### src/rtl/aux_stream_pkg.sv
package aux_stream_pkg;
  typedef struct packed {
    logic oe;
    logic val;
  } line_t;

  localparam line_t LINE_RELEASED = '{oe: 1'b0, val: 1'b1};
endpackage

### src/rtl/aux_edge_sync.sv
module aux_edge_sync #(
  parameter int STAGES = 2
) (
  input  logic clk_i,
  input  logic rst_ni,
  input  logic async_i,
  output logic rise_o
);
  // STAGES synchroniser flops plus one history flop
  logic [STAGES:0] sh_q;

  always_ff @(posedge clk_i or negedge rst_ni) begin
    if (!rst_ni) sh_q <= '0;
    else         sh_q <= {sh_q[STAGES-1:0], async_i};
  end

  assign rise_o = sh_q[STAGES-1] & ~sh_q[STAGES];
endmodule

### src/rtl/stream_seq.sv
module stream_seq #(
  parameter int DEPTH      = 128,
  parameter int DATA_W     = 8,
  parameter int INIT_EDGES = 9,
  localparam int ADDR_W = $clog2(DEPTH),
  localparam int SLOT_W = $clog2(DATA_W + 1),
  localparam int WIN_W  = $clog2(INIT_EDGES + 1)
) (
  input  logic              clk_i,
  input  logic              rst_ni,
  input  logic              step_i,
  input  logic              clear_i,
  output logic              win_open_o,
  output logic [ADDR_W-1:0] addr_o,
  output logic [SLOT_W-1:0] slot_o
);
  localparam logic [WIN_W-1:0]  WIN_END  = WIN_W'(INIT_EDGES);
  localparam logic [SLOT_W-1:0] SLOT_END = SLOT_W'(DATA_W);
  localparam logic [ADDR_W-1:0] ADDR_END = ADDR_W'(DEPTH - 1);

  logic [WIN_W-1:0]  win_q;
  logic [ADDR_W-1:0] addr_q;
  logic [SLOT_W-1:0] slot_q;

  assign win_open_o = (win_q != WIN_END);
  assign addr_o     = addr_q;
  assign slot_o     = slot_q;

  // start-up window counts only on active edges, cleared only by reset
  always_ff @(posedge clk_i or negedge rst_ni) begin
    if (!rst_ni)                  win_q <= '0;
    else if (step_i && win_open_o) win_q <= win_q + 1'b1;
  end

  always_ff @(posedge clk_i or negedge rst_ni) begin
    if (!rst_ni) begin
      addr_q <= '0;
      slot_q <= '0;
    end else if (clear_i) begin
      addr_q <= '0;
      slot_q <= '0;
    end else if (step_i && !win_open_o) begin
      if (slot_q == SLOT_END) begin
        slot_q <= '0;
        addr_q <= (addr_q == ADDR_END) ? '0 : addr_q + 1'b1;
      end else begin
        slot_q <= slot_q + 1'b1;
      end
    end
  end
endmodule

### src/rtl/bit_select.sv
module bit_select
  import aux_stream_pkg::*;
#(
  parameter int DATA_W = 8,
  localparam int SLOT_W = $clog2(DATA_W + 1)
) (
  input  logic              clk_i,
  input  logic              rst_ni,
  input  logic [DATA_W-1:0] rd_data_i,
  input  logic [SLOT_W-1:0] slot_i,
  input  logic              win_open_i,
  input  logic              step_i,
  input  logic              active_i,
  output line_t             line_o
);
  localparam logic [SLOT_W-1:0] SLOT_END = SLOT_W'(DATA_W);

  logic [DATA_W-1:0] byte_q;
  logic [DATA_W-1:0] shifted;
  line_t             line_q;
  line_t             line_d;

  // byte fetched one clock ahead of any step
  always_ff @(posedge clk_i or negedge rst_ni) begin
    if (!rst_ni) byte_q <= '0;
    else         byte_q <= rd_data_i;
  end

  assign shifted = byte_q << slot_i;

  always_comb begin
    line_d = line_q;
    if (!active_i) begin
      line_d = LINE_RELEASED;
    end else if (step_i) begin
      if (win_open_i || slot_i == SLOT_END) line_d = LINE_RELEASED;
      else line_d = '{oe: 1'b1, val: shifted[DATA_W-1]};
    end
  end

  always_ff @(posedge clk_i or negedge rst_ni) begin
    if (!rst_ni) line_q <= LINE_RELEASED;
    else         line_q <= line_d;
  end

  assign line_o = line_q;
endmodule

### src/rtl/aux_stream_tx.sv
module aux_stream_tx
  import aux_stream_pkg::*;
#(
  parameter int DEPTH       = 128,
  parameter int DATA_W      = 8,
  parameter int INIT_EDGES  = 9,
  parameter int SYNC_STAGES = 2,
  localparam int ADDR_W = $clog2(DEPTH),
  localparam int SLOT_W = $clog2(DATA_W + 1)
) (
  input  logic              clk_i,
  input  logic              rst_ni,
  input  logic              aux_clk_i,
  input  logic              bus_idle_i,
  input  logic              enable_i,
  output logic [ADDR_W-1:0] rd_addr_o,
  input  logic [DATA_W-1:0] rd_data_i,
  output logic              sda_oe_o,
  output logic              sda_o
);
  logic              aux_rise;
  logic              active;
  logic              step;
  logic              win_open;
  logic [SLOT_W-1:0] slot;
  line_t             line;

  assign active = enable_i & bus_idle_i;
  assign step   = aux_rise & active;

  aux_edge_sync #(.STAGES(SYNC_STAGES)) u_sync (
    .clk_i  (clk_i),
    .rst_ni (rst_ni),
    .async_i(aux_clk_i),
    .rise_o (aux_rise)
  );

  stream_seq #(
    .DEPTH     (DEPTH),
    .DATA_W    (DATA_W),
    .INIT_EDGES(INIT_EDGES)
  ) u_seq (
    .clk_i     (clk_i),
    .rst_ni    (rst_ni),
    .step_i    (step),
    .clear_i   (~enable_i),
    .win_open_o(win_open),
    .addr_o    (rd_addr_o),
    .slot_o    (slot)
  );

  bit_select #(.DATA_W(DATA_W)) u_sel (
    .clk_i     (clk_i),
    .rst_ni    (rst_ni),
    .rd_data_i (rd_data_i),
    .slot_i    (slot),
    .win_open_i(win_open),
    .step_i    (step),
    .active_i  (active),
    .line_o    (line)
  );

  assign sda_oe_o = line.oe;
  assign sda_o    = line.val;
endmodule

### config.mk
export PLATFORM = sky130hd
export DESIGN_NAME = aux_stream_tx
export DESIGN_NICKNAME = d
export VERILOG_FILES = /design/src/rtl/aux_stream_pkg.sv /design/src/rtl/aux_edge_sync.sv /design/src/rtl/stream_seq.sv /design/src/rtl/bit_select.sv /design/src/rtl/aux_stream_tx.sv
export SDC_FILE = /design/constraint.sdc
export NUM_CORES = 1
export LEC_CHECK = 0
export CAP_MARGIN = 40
export CORE_UTILIZATION = 55
export CTS_CLUSTER_DIAMETER = 60
export CTS_CLUSTER_SIZE = 30
export DETAILED_ROUTE_END_ITERATION = 10
export DONT_BUFFER_PORTS = 1
export GPL_TIMING_DRIVEN = 0
export HOLD_SLACK_MARGIN = 0.1
export PLACE_DENSITY = 0.8
export SETUP_SLACK_MARGIN = 0.05
export SLEW_MARGIN = 10
export SYNTH_ARGS = -nofsm -noshare
export SYNTH_HDL_FRONTEND = slang
export SYNTH_HIERARCHICAL = 1
export SYNTH_SLANG_ARGS = --single-unit
### constraint.sdc
create_clock -name clk_i -period 4.7 [get_ports clk_i]
set_input_delay 0.94 -clock clk_i [delete_from_list [all_inputs] [get_ports clk_i]]
set_output_delay 0.94 -clock clk_i [all_outputs]
set_load 0.01 [all_outputs]
==> impl_metrics.tcl <==
set metrics [dict create \
    synth-async-reset-ratio_pct 100.0 \
    via_count 880 \
    fillers 190 \
    ys_seq_area_share_pct 53.74 \
    seqCellArea_um2 701.9 \
    period_minus_slack_ns 1.986 \
    worst_pin_slew_ns 0.4128 \
    cts.sinks 28 \
    dpl.hpwl_um 1497 \
    leakage_nw 0.6327 \
    multi_input_area_um2 581.8 \
    clk_latency_ns 0.33 \
    place_ws_ns 2.403 \
    final_common_cell "dfrtp_1" \
    cp_max_fo 10 \
    synth-main-ff-cell "dfrtp_1" \
    wl_um 2252 \
    max_freq_mhz 503.6 \
    holdBufCountCts 0 \
    antenna_found_initial 0 \
    clock_path_buffers 2 \
    synth_compound_area_share_pct 7.567 \
    clk_pin_slew_worst_paths_ns 0.14 \
    run_status "finished, final reports clean" \
    hold_viol_final 0 \
    drive_above_1_share_pct 8.475 \
    gp_congestion 0.8515 \
    syn-num-nets 132 \
    synthCells 114 \
    row_count 17 \
    skew_ns 0.005224 \
    synthesis.area_um2 1306 \
    track_usage_pct 21.27 \
    wire_per_inst_um 15.42 \
    boundaryPins 22 \
    synth_fa_ha_area_share_pct 4.789 \
    cts_tree "built" \
    setup_slack_ns 2.714 \
    max_slew_margin_pct 72.09 \
    tns_ns 0 \
    endpoint_kind "register" \
    slew_viol_final 0 \
    clock-root-buffer "clkbuf_4" \
    portBuffers 0 \
    synth_cell_types 36 \
    synth-xor-area-share_pct 5.364 \
    grt_first_pass_wirelength_um 3891 \
    fin_cells 146 \
    drtAntennaViolNets 0 \
    rsz0062_at_grt "false" \
    drc_errors 0 \
    die_x_um 50.74 \
    final_cell_mix "dfrtp_1, nor2_1, nand2_1" \
    fp.dieH_um 50.74 \
    synth_top_family_by_area "simple AND/OR/NAND/NOR gates" \
    ys_warn_count 6 \
    grt_pass1_vias 852 \
    worstSetupPathType "input port to register" \
    vias_per_cell 6.027 \
    crit_arrival_ns 2.22 \
    drt_first_iter_violations 18 \
    drv_cap 0 \
    power_density_nw_per_um2 343.3 \
    peakVddDrop_v 0.0002630 \
    syn_avg_cell_area_um2 11.46 \
    synth_seq_cells 28 \
    required_ns 4.93 \
    cts_buffers 3 \
    first_pass_iters 4 \
    area.growth.synth_to_final_pct 6.705 \
    grt_overflow 0 \
    synthMuxAreaShare_pct 4.310 \
    htree_levels 1 \
    setup_viol 0 \
    core_um2 2233 \
    nNetsFinal 137 \
    ctsResizeCount 0 \
    antenna_cells 0 \
    start_util_pct 58.49 \
    synth-edff-count 0 \
    hold_path_class "input port to asynchronous set/reset pin" \
    grt_max_degree 29 \
    post-place-cells 142 \
    postCtsSetupBuffers 0 \
    critPathLaunchType "input port" \
    fin_crit_sh_pct 42.25 \
    synthSimpleGateAreaFrac_pct 22.51 \
    dieArea_um2 2574 \
]
[worst paths after layout]
path	slack (ns)	end	cells past startpoint	from
setup reg to reg	2.78	u_seq/addr_o[2]	6	u_sync/sh_q[2]
hold reg to reg	0.41	u_sync/sh_q[1]	0	u_sync/sh_q[0]
min in group clk_i	0.41	u_sync/sh_q[1]	0	u_sync/sh_q[0]
hold / removal	0.28	u_seq/win_q[2]	0	rst_ni
setup / recovery	2.71	u_seq/addr_o[2]	5	enable_i
max in group asynchronous	4.24	u_sel/line_o[0]	0	rst_ni
[layout make-up]
type / count / area share, %
plain buffers: 1 / 0.2693
clock buffers: 3 / 1.616
clock inverters: 1 / 2.154
inverters: 5 / 1.346
multi-input cells: 80 / 41.74
flip-flops and latches: 28 / 50.36
well taps: 28 / 2.513
[Yosys cell counts, drive strengths merged (3+ instances only)]
library cell  number  area share (%)
and2               3             1.5
a21oi              5             1.9
mux2i              3             2.3
nand3              4             1.5
nand2             10             2.9
nor2b              3             2.0
xnor2              5             3.4
nand4              3             1.4
xor2               3             2.0
inv                5             1.4
dfrtp             27              52
o21ai              4             1.5
ha                 5             4.8
nor2              11             3.4
[kinds of logic (layout without fill, tap and decap cells)]
family | Yosys count | count (layout)
AOI/OAI and AO/OA | 16 | 16
and+or+nand+nor | 47 | 47
buffers and inverters | 6 | 10
xor gates and xnor gates | 8 | 8
adders and majority gates | 5 | 5
DFF | 28 | 28
muxes | 4 | 4
[power by group]
| group | leakage, nW | switching [mW] | internal, mW | total, mW |
|---|---|---|---|---|
| clock network | 0.0279 | 0.0684 | 0.0863 | 0.155 |
| logic | 0.247 | 0.0202 | 0.0227 | 0.0429 |
| registers | 0.358 | 0.0208 | 0.260 | 0.281 |
| total | 0.633 | 0.109 | 0.369 | 0.478 |
[per-layer routing]
| layer | global-route usage, % | wire (um) | vias to the layer above |
|---|---|---|---|
| met4 | 12.50 | 71 | 0 |
| met2 | 34.22 | 1089 | 26 |
| met1 | 25.25 | 983 | 433 |
| met5 | 0 | 0 | - |
| met3 | 6.061 | 108 | 10 |
| li1 | - | - | 411 |
[state kept, by name, summed over array words and instances, names as in the netlist]
register      flops
u_sel/byte_q      8
u_seq/win_q       4
u_seq/addr_o      7
u_sync/sh_q       3
u_seq/slot_o      4
u_sel/line_o      2
[worst max-delay path: stages]
cell	delay, ns
and3_1	0.36
nand4b_4	0.24
nor2_1	0.29
a41o_1	0.30
nor2_1	0.07
[per-stage QoR]
step	power, mW	hold slack, ns	util (%)	instance area (um2)
2_1_floorplan	0.3168	0.3312	-	1306
3_3_place_gp	0.3245	0.3352	60.06	1341
3_5_place_dp	0.3280	0.3648	60.06	1341
4_1_cts	0.4853	0.2607	62.41	1394
5_1_grt	0.5046	0.2401	62.41	1394
6_report	0.4784	0.2817	62.41	1394
No activity file was read; power rests on OpenSTA's default activity.
